File: src/rtl/spi_port_pkg.sv
package spi_port_pkg;
  localparam logic [1:0] A_CTRL = 2'd0;
  localparam logic [1:0] A_STAT = 2'd1;
  localparam logic [1:0] A_DATA = 2'd2;
  localparam logic [1:0] MODE_SLAVE = 2'd3;

  typedef struct packed {
    logic       sel_en;
    logic       cpol;
    logic       lsb_first;
    logic [1:0] mode;
    logic       enable;
  } cfg_t;
endpackage

File: src/rtl/spi_regs.sv
module spi_regs
  import spi_port_pkg::*;
#(
  parameter int DATA_W = 8
) (
  input  logic              clk,
  input  logic              rst,
  input  logic              we,
  input  logic [1:0]        addr,
  input  logic [DATA_W-1:0] wdata,
  output logic [DATA_W-1:0] rdata,
  input  logic              col_chk_en,
  input  logic              busy,
  input  logic              xfer_done,
  input  logic [DATA_W-1:0] rx_byte,
  output cfg_t              cfg,
  output logic              load,
  output logic              done_flag,
  output logic              wcol_flag
);
  logic [DATA_W-1:0] buf_q;
  logic data_wr, stat_wr;

  assign data_wr = we && (addr == A_DATA);
  assign stat_wr = we && (addr == A_STAT);
  assign load    = data_wr && cfg.enable && !busy;

  always_ff @(posedge clk) begin
    if (rst) begin
      cfg       <= '0;
      buf_q     <= '0;
      done_flag <= 1'b0;
      wcol_flag <= 1'b0;
      rdata     <= '0;
    end else begin
      if (we && addr == A_CTRL) cfg <= cfg_t'(wdata[$bits(cfg_t)-1:0]);
      if (xfer_done) buf_q <= rx_byte;
      else if (data_wr && !busy) buf_q <= wdata;
      if (xfer_done) done_flag <= 1'b1;
      else if (stat_wr && !wdata[0]) done_flag <= 1'b0;
      if (data_wr && busy && col_chk_en) wcol_flag <= 1'b1;
      else if (stat_wr && !wdata[1]) wcol_flag <= 1'b0;
      case (addr)
        A_CTRL:  rdata <= DATA_W'(cfg);
        A_STAT:  rdata <= DATA_W'({busy, wcol_flag, done_flag});
        A_DATA:  rdata <= buf_q;
        default: rdata <= '0;
      endcase
    end
  end


  done_sticky_chk: assert property (@(posedge clk) disable iff (rst)
    (done_flag && !(stat_wr && !wdata[0])) |=> done_flag);

  wcol_off_chk: assert property (@(posedge clk) disable iff (rst)
    (!col_chk_en && !wcol_flag) |=> !wcol_flag);
endmodule

File: src/rtl/spi_master_eng.sv
module spi_master_eng #(
  parameter int DATA_W    = 8,
  parameter int DIV_SHIFT = 2
) (
  input  logic              clk,
  input  logic              rst,
  input  logic              en,
  input  logic [1:0]        mode,
  input  logic              lsb_first,
  input  logic              cpol,
  input  logic              load,
  input  logic [DATA_W-1:0] load_data,
  input  logic              sdi,
  output logic              busy,
  output logic              done,
  output logic [DATA_W-1:0] rx,
  output logic              sclk,
  output logic              sdo,
  output logic              sel_n
);
  localparam int PH_LAST = 2 * DATA_W + 2;
  localparam int PH_W    = $clog2(PH_LAST + 1);
  localparam int CNT_W   = 2 * DIV_SHIFT;

  logic [CNT_W-1:0]  cnt, half_m1;
  logic [PH_W-1:0]   ph;
  logic [DATA_W-1:0] sr;

  always_comb begin
    case (mode)
      2'd0:    half_m1 = '0;
      2'd1:    half_m1 = CNT_W'((1 << DIV_SHIFT) - 1);
      default: half_m1 = '1;
    endcase
  end

  assign sdo = lsb_first ? sr[0] : sr[DATA_W-1];

  always_ff @(posedge clk) begin
    if (rst) begin
      busy <= 1'b0; done <= 1'b0; cnt <= '0; ph <= '0;
      sr <= '0; rx <= '0; sclk <= 1'b0; sel_n <= 1'b1;
    end else if (!en) begin
      busy <= 1'b0; done <= 1'b0; cnt <= '0; ph <= '0;
      sclk <= cpol; sel_n <= 1'b1;
    end else begin
      done <= 1'b0;
      if (load && !busy) begin
        busy  <= 1'b1;
        sel_n <= 1'b0;
        cnt   <= half_m1;
        ph    <= '0;
        sr    <= load_data;
        sclk  <= cpol;
      end else if (busy) begin
        if (cnt != '0) begin
          cnt <= cnt - 1'b1;
        end else begin
          cnt <= half_m1;
          ph  <= ph + 1'b1;
          if (ph == PH_W'(PH_LAST - 1)) begin
            busy  <= 1'b0;
            sel_n <= 1'b1;
            done  <= 1'b1;
          end else if (ph < PH_W'(2 * DATA_W)) begin
            if (!ph[0]) begin
              sclk <= ~cpol;
              rx   <= lsb_first ? {sdi, rx[DATA_W-1:1]} : {rx[DATA_W-2:0], sdi};
            end else begin
              sclk <= cpol;
              sr   <= lsb_first ? (sr >> 1) : (sr << 1);
            end
          end
        end
      end else begin
        sclk <= cpol;
      end
    end
  end


  sel_busy_chk: assert property (@(posedge clk) disable iff (rst)
    busy |-> !sel_n);

  sclk_idle_chk: assert property (@(posedge clk) disable iff (rst)
    (en && $past(en) && !busy && $past(!busy) && $stable(cpol)) |-> (sclk == cpol));

  done_pulse_chk: assert property (@(posedge clk) disable iff (rst)
    done |=> !done);
endmodule

File: src/rtl/spi_slave_eng.sv
module spi_slave_eng #(
  parameter int DATA_W      = 8,
  parameter int SYNC_STAGES = 2
) (
  input  logic              clk,
  input  logic              rst,
  input  logic              en,
  input  logic              lsb_first,
  input  logic              cpol,
  input  logic              sel_en,
  input  logic              load,
  input  logic [DATA_W-1:0] load_data,
  input  logic              sclk_in,
  input  logic              sel_n_in,
  input  logic              sdi,
  output logic              busy,
  output logic              done,
  output logic [DATA_W-1:0] rx,
  output logic              sdo,
  output logic              active
);
  localparam int CNT_W = $clog2(DATA_W);

  logic              sclk_s, sel_s, sclk_prev, lead, trail;
  logic [CNT_W-1:0]  cnt;
  logic [DATA_W-1:0] sr;

  generate
    if (SYNC_STAGES < 2) begin : g_sync1
      logic sck_q, sel_q;
      always_ff @(posedge clk) begin
        if (rst) begin sck_q <= 1'b0; sel_q <= 1'b1; end
        else begin sck_q <= sclk_in; sel_q <= sel_n_in; end
      end
      assign sclk_s = sck_q;
      assign sel_s  = sel_q;
    end else begin : g_syncn
      logic [SYNC_STAGES-1:0] sck_q, sel_q;
      always_ff @(posedge clk) begin
        if (rst) begin sck_q <= '0; sel_q <= '1; end
        else begin
          sck_q <= {sck_q[SYNC_STAGES-2:0], sclk_in};
          sel_q <= {sel_q[SYNC_STAGES-2:0], sel_n_in};
        end
      end
      assign sclk_s = sck_q[SYNC_STAGES-1];
      assign sel_s  = sel_q[SYNC_STAGES-1];
    end
  endgenerate

  assign active = !sel_en || !sel_s;
  assign lead   = active && (sclk_s != sclk_prev) && (sclk_s != cpol);
  assign trail  = active && (sclk_s != sclk_prev) && (sclk_s == cpol);
  assign busy   = (cnt != '0);
  assign sdo    = lsb_first ? sr[0] : sr[DATA_W-1];

  always_ff @(posedge clk) begin
    if (rst) begin
      sclk_prev <= 1'b0; cnt <= '0; done <= 1'b0; rx <= '0; sr <= '0;
    end else begin
      sclk_prev <= sclk_s;
      if (!en) begin
        cnt  <= '0;
        done <= 1'b0;
      end else begin
        done <= 1'b0;
        if (!active) begin
          cnt <= '0;
        end else if (lead) begin
          rx <= lsb_first ? {sdi, rx[DATA_W-1:1]} : {rx[DATA_W-2:0], sdi};
          if (cnt == CNT_W'(DATA_W - 1)) begin
            cnt  <= '0;
            done <= 1'b1;
          end else begin
            cnt <= cnt + 1'b1;
          end
        end else if (trail && busy) begin
          sr <= lsb_first ? (sr >> 1) : (sr << 1);
        end
        if (load && !busy) sr <= load_data;
      end
    end
  end


  desel_idle_chk: assert property (@(posedge clk) disable iff (rst)
    (sel_en && sel_s) |=> !done);
endmodule

File: src/rtl/spi_port.sv
module spi_port
  import spi_port_pkg::*;
#(
  parameter int DATA_W      = 8,
  parameter int DIV_SHIFT   = 2,
  parameter int SYNC_STAGES = 2
) (
  input  logic              clk,
  input  logic              rst,
  input  logic              reg_we,
  input  logic [1:0]        reg_addr,
  input  logic [DATA_W-1:0] reg_wdata,
  output logic [DATA_W-1:0] reg_rdata,
  input  logic              col_chk_en,
  output logic              irq,
  input  logic              sclk_in,
  output logic              sclk_out,
  output logic              sclk_oe,
  input  logic              sdi,
  output logic              sdo,
  output logic              sdo_oe,
  input  logic              sel_n_in,
  output logic              sel_n_out,
  output logic              sel_n_oe
);
  cfg_t              cfg;
  logic              load, done_flag, wcol_flag;
  logic              is_slave, m_en, s_en;
  logic              m_busy, m_done, m_sdo, s_busy, s_done, s_sdo, s_active;
  logic [DATA_W-1:0] m_rx, s_rx;

  assign is_slave = (cfg.mode == MODE_SLAVE);
  assign m_en     = cfg.enable && !is_slave;
  assign s_en     = cfg.enable && is_slave;

  spi_regs #(.DATA_W(DATA_W)) u_regs (
    .clk(clk), .rst(rst), .we(reg_we), .addr(reg_addr), .wdata(reg_wdata),
    .rdata(reg_rdata), .col_chk_en(col_chk_en), .busy(m_busy || s_busy),
    .xfer_done(m_done || s_done), .rx_byte(is_slave ? s_rx : m_rx),
    .cfg(cfg), .load(load), .done_flag(done_flag), .wcol_flag(wcol_flag)
  );

  spi_master_eng #(.DATA_W(DATA_W), .DIV_SHIFT(DIV_SHIFT)) u_master (
    .clk(clk), .rst(rst), .en(m_en), .mode(cfg.mode), .lsb_first(cfg.lsb_first),
    .cpol(cfg.cpol), .load(load), .load_data(reg_wdata), .sdi(sdi),
    .busy(m_busy), .done(m_done), .rx(m_rx), .sclk(sclk_out), .sdo(m_sdo),
    .sel_n(sel_n_out)
  );

  spi_slave_eng #(.DATA_W(DATA_W), .SYNC_STAGES(SYNC_STAGES)) u_slave (
    .clk(clk), .rst(rst), .en(s_en), .lsb_first(cfg.lsb_first), .cpol(cfg.cpol),
    .sel_en(cfg.sel_en), .load(load), .load_data(reg_wdata), .sclk_in(sclk_in),
    .sel_n_in(sel_n_in), .sdi(sdi), .busy(s_busy), .done(s_done), .rx(s_rx),
    .sdo(s_sdo), .active(s_active)
  );

  assign irq      = done_flag;
  assign sdo      = is_slave ? s_sdo : m_sdo;
  assign sclk_oe  = m_en;
  assign sel_n_oe = m_en && cfg.sel_en;
  assign sdo_oe   = m_en || (s_en && s_active);


  disable_idle_chk: assert property (@(posedge clk) disable iff (rst)
    !cfg.enable |=> !(m_busy || s_busy));

  irq_wcol_indep_chk: assert property (@(posedge clk) disable iff (rst)
    (!irq && !(m_done || s_done)) |=> !irq);
endmodule

File: config.mk
export PLATFORM = sky130hd
export DESIGN_NAME = spi_port
export DESIGN_NICKNAME = d
export VERILOG_FILES = /design/src/rtl/spi_port_pkg.sv /design/src/rtl/spi_regs.sv /design/src/rtl/spi_master_eng.sv /design/src/rtl/spi_slave_eng.sv /design/src/rtl/spi_port.sv
export SDC_FILE = /design/constraint.sdc
export NUM_CORES = 1
export LEC_CHECK = 0
export ABC_AREA = 1
export BUFFER_PORTS_ARGS = -buffer_cell sky130_fd_sc_hd__buf_2
export CORE_ASPECT_RATIO = 0.9
export CORE_MARGIN = 2
export CORE_UTILIZATION = 35
export DETAILED_ROUTE_END_ITERATION = 10
export PLACE_DENSITY = 0.57
export SKIP_LAST_GASP = 1
export SLEW_MARGIN = 20
export SYNTH_ARGS = -nofsm -noshare
export SYNTH_HDL_FRONTEND = slang
export SYNTH_SLANG_ARGS = --single-unit
File: constraint.sdc
create_clock -name clk -period 1.7 [get_ports clk]
set_input_delay 0.34 -clock clk [delete_from_list [all_inputs] [get_ports clk]]
set_output_delay 0.34 -clock clk [all_outputs]
set_load 0.02 [all_outputs]
Word level (Yosys, flattened, before mapping)
Index checks and enable logic that the tools add are counted.
{"block": "op_classes", "n_eq_ne": 15, "bitwise": 10, "muxes": 47, "reduce_logical": 57, "magnitude_cmp": 1, "add_sub_neg": 3}
{"cell": "$mux 8", "count": 17}
{"cell": "$mux 1", "count": 24}
{"cell": "$pmux 8 s3", "count": 1}
{"cell": "$logic_and 1x1->1", "count": 20}
{"cell": "$reduce_bool 2->1", "count": 9}
{"cell": "$mux 4", "count": 3}
{"cell": "$ne 4x4->1 const B", "count": 3}
{"cell": "$not 1->1", "count": 10}
{"cell": "$reduce_and 3->1", "count": 3}
{"cell": "$logic_not 1->1", "count": 8}
{"cell": "$pmux 4 s2", "count": 1}
{"cell": "$reduce_and 7->1", "count": 1}
{"cell": "$reduce_and 6->1", "count": 1}
{"cell": "$reduce_or 3->1", "count": 2}
{"cell": "$add 5x1->5 const B", "count": 1}
{"cell": "$eq 5x5->1 const B", "count": 1}
{"cell": "$lt 5x5->1 const B", "count": 1}
{"cell": "$reduce_or 5->1", "count": 1}
{"cell": "$eq 2x1->1 const B", "count": 2}
{"cell": "$eq 2x2->1 const B", "count": 2}
{"cell": "$logic_not 2->1", "count": 2}
{"cell": "$logic_or 1x1->1", "count": 4}
{"cell": "$ne 2x1->1 const B", "count": 2}
{"cell": "$reduce_and 4->1", "count": 1}
{"cell": "12 further kinds", "count": 13}
{"block": "totals", "output_inout_bits": 15, "ff_bits": 78, "elab_cells": 157, "input_bits": 17}

Depth between registers and ports, before layout
{"block": "depth", "depth_word": 9, "ltp_mapped": 11, "depth_no_buf": 11}

Modules after synthesis
Synthesis repeated with hierarchy kept, for this count alone.
{"block": "unflattened", "cells_unflattened": 634, "area_unflattened_um2": 4264.1}
{"module": "spi_master_eng", "seq_area_each_um2": 580.6, "cells_per_inst": 245, "area_per_inst_um2": 1629.1, "n_inst": 1}
{"module": "spi_slave_eng", "seq_area_each_um2": 500.5, "cells_per_inst": 206, "area_per_inst_um2": 1420.1, "n_inst": 1}
{"module": "spi_regs", "seq_area_each_um2": 480.5, "cells_per_inst": 142, "area_per_inst_um2": 1009.7, "n_inst": 1}
{"module": "spi_port", "seq_area_each_um2": 0.0, "cells_per_inst": 41, "area_per_inst_um2": 205.2, "n_inst": 1}

Least setup slack after synthesis
No wires, ideal clock.
{"block": "synth_timing", "kind": "register to output", "startpoint": "register, netlist name u_regs.cfg[2]", "endpoint": "output port sdo", "path_slack_ns": 0.179, "arrival_time_ns": 1.181, "path_buffers": 0, "t_required_ns": 1.360, "stages_incl_launch_ff": 5, "cell_sequence": "dfxtp_1 > nand2_1 > inv_2 > o21ai_0 > o21ai_0"}
{"block": "synth_via", "elab_chain_cells": 2}
{"item": "$eq 2x2->1", "line": "spi_port.sv:32", "source": "assign is_slave = (cfg.mode == MODE_SLAVE);"}
{"item": "$mux 1", "line": "spi_port.sv:58", "source": "assign sdo = is_slave ? s_sdo : m_sdo;"}
{"item": "end, declared", "line": "spi_port.sv:20", "source": "output logic sdo,"}
Every way passes these cells.

Final worst setup path
{"block": "layout_timing", "startpoint": "register, netlist name u_regs.cfg[2]", "endpoint": "output port sdo"}
{"block": "layout_via", "elab_chain_cells": 2}
{"item": "$eq 2x2->1", "line": "spi_port.sv:32"}
{"item": "$mux 1", "line": "spi_port.sv:58"}
Every way passes these cells.

==> run metrics <==
status=finished, final reports clean; final setup margin=~0.074 ns; WP data required=between 1 and 1.5 ns; Fill cells=about 1100; antenna cells=0; num ports=32; DRC Markers=0; post-synthesis cell type count=32; Slew Viols, Final=0; hold slack=around 0.19 ns; Worst Max-Slew Pin Slew=0.335 ns; Die X=roughly 110 um; die height=between 100 and 150 um; synthesized cell area=between 0.003 and 0.004 mm^2; Avg Vias per Cell=4.94; Hold Crit Class=input port to flop; post-synthesis mux area share=0; clock root cell=clkbuf_16; area leader, netlist=dfxtp_1; core area=0.0108 mm^2; max frequency=~0.6 GHz; max_cap viols=0; FF/Latch Area=between 0.0015 and 0.002 mm^2; met1 wire length=4860 um; largest net degree at the start of global routing=51; vias in the first global route=3304; Reg clk slew, reported paths=about 0.06 ns; Routed wire per std cell=13.0 um; Crit. End Element=output pin; Synth area leaders=dfxtp_1 (40%), nand2_1 (16%), o21ai_0 (9.6%), inv_1 (6.6%), a21oi_1 (6.2%); CTS tree=done; TritonCTS buffer count=9; final setup TNS=0 ns; dpl ws=~0.026 ns; multi-input logic area=~0.0020 mm^2; Final period util=0.957; Seq/Total Area, Yosys=0.403; Async S/R FF share, synth=0; share of cells above drive strength 1=0.149; Synth Area in Compound Gates=0.185; final period demand of the worst path=between 1.5 and 2 ns; Setup Crit Path Kind=flop to output pin; Pre-antenna DRT Iters=4; P per Cell Area=between 800 and 900 mW/mm^2; Max Clock Skew=0.00655 ns; Bufs on Longest Clock Path=2; vias=around 3800; DRT antenna net count=0; most frequent cells in the layout=nand2_1 (165), dfxtp_1 (77), o21ai_0 (73); routed wl met2=~4500 um; antenna violations before repair=0; Simple-Gate Fraction of Synth Area=0.280; synthesis-to-layout area growth=19.1%; Synth Net Count=608; Total GRT Usage=0.170; VDD IR-drop max=approximately 440 uV; gr ovfl total=0; number of enable flip-flop cells after synthesis=0; Final HPWL DP=7310 um; first-pass GRT wire length=between 15000 and 20000 um; Detailed Route Iter0 Violations=approximately 220; Starting Density=0.359; Highest Signal Layer=met4; I/O Buffers=31; FF-to-FF setup slack=~0.13 ns; Routed Wire Length=around 9900 um; adder-cell share of the synthesized area=0.0194; Cells after Synth=585; Met3 Wirelength=between 400 and 500 um; CP Launch Type=flop; Ys Warns=0; Most used DFF post-synth=dfxtp_1; Avg Cell Area, Syn=approximately 6.6 um^2; clk_lat worst skew=around 0.34 ns; Yosys top cell area share=0.403; leading cell type in the layout, fill and taps excluded=nand2_1; FF+latch count, synth=78; Sink Count=78; Synth Area in XOR/XNOR=0.0136; Crit Path Max Fanout=4; leakage=roughly 2.1 nW; Final Hold Fails=0; row cnt=36; final setup fails=0; die area=0.0119 mm^2; GPL Wtd Cong=about 0.88; H-tree level count=3; final net count=between 600 and 700; worst rel slew slack=0.776; Critical Path AT=between 1 and 1.5 ns; main combinational cell family by area after synthesis=simple AND/OR/NAND/NOR gates
## critical path: stages, from the launching register on
cell and delay, ns:
dfxtp_1 0.34, nand2_2 0.07, inv_2 0.10, o21ai_0 0.08, o21ai_1 0.18, buf_4 0.17
## state kept, by name (all words and copies together) (netlist names), 2 cells and up
| signal | flops |
|---|---|
| u_slave.rx | 8 |
| u_master.rx | 8 |
| u_regs.cfg | 6 |
| u_slave.cnt | 3 |
| u_slave.g_syncn.sel_q | 2 |
| u_regs.buf_q | 8 |
| u_regs.rdata | 8 |
| u_master.cnt | 4 |
| u_slave.g_syncn.sck_q | 2 |
| u_master.sr | 8 |
| u_slave.sr | 8 |
| u_master.ph | 5 |
## through the flow
step / power [W] / instance area, um^2 / std cells / util
CTS: 0.00418 / 4550 / 760 / 0.421
global placement: 0.00215 / 4230 / 744 / 0.392
floorplan: 0.00205 / 3880 / 585 / -
finish: 0.00413 / 4620 / 762 / 0.427
global route: 0.00428 / 4620 / 762 / 0.427
detailed placement: 0.00215 / 4230 / 744 / 0.392
## final cells by class
type / count / area share
Multi-Input combinational cell: 411 / 0.425
Sequential cell: 78 / 0.339
Timing Repair Buffer: 51 / 0.0729
Inverter: 74 / 0.0613
Clock buffer: 11 / 0.0504
Tap cell: 133 / 0.0361
Clock inverter: 4 / 0.0157
## cell usage after synthesis, drive strengths merged (5+ instances only)
library cell  instances
nor2                 67
nand2               171
o21ai                74
dfxtp                78
a22oi                 5
buf                  12
nand3                14
a21oi                48
ha                    6
inv                  74
clkbuf               10
## logic make-up (layout without fill, tap and decap cells)
logic type | Yosys count | in the layout
buf+inv | 96 | 140
simple gates | 262 | 262
flops | 78 | 78
xor+xnor | 6 | 6
fa+ha+maj | 6 | 6
compound gates | 137 | 137
## worst paths after layout
path                                  from  cells after the start                        to
setup / recovery             u_regs.cfg[2]                      5                       sdo
hold / removal                    sel_n_in                      2  u_slave.g_syncn.sel_q[0]
setup reg to reg            u_slave.cnt[1]                     10            u_master.sr[3]
hold reg to reg   u_slave.g_syncn.sck_q[0]                      2  u_slave.g_syncn.sck_q[1]
## timing repair
item                       in CTS  in global routing
resized for setup               2                 14
pin swaps                       1                  2
setup endpoints to repair       1                 43
hold buffers                    0                  0
setup buffers                   1                  2
## layer usage
metal,global-route usage,vias to the layer above
met2,0.258,86
met1,0.240,1733
met5,0,-
met4,0.0534,0
li1,-,1937
met3,0.0380,10
## power by group
part | internal, W | total (W) | switching [W]
combinational | 0.0000839 | 0.000245 | 0.000162
clock | 0.00128 | 0.00201 | 0.000736
sequential | 0.00185 | 0.00187 | 0.0000184
Note: power is estimated with default switching activity, not from simulation.
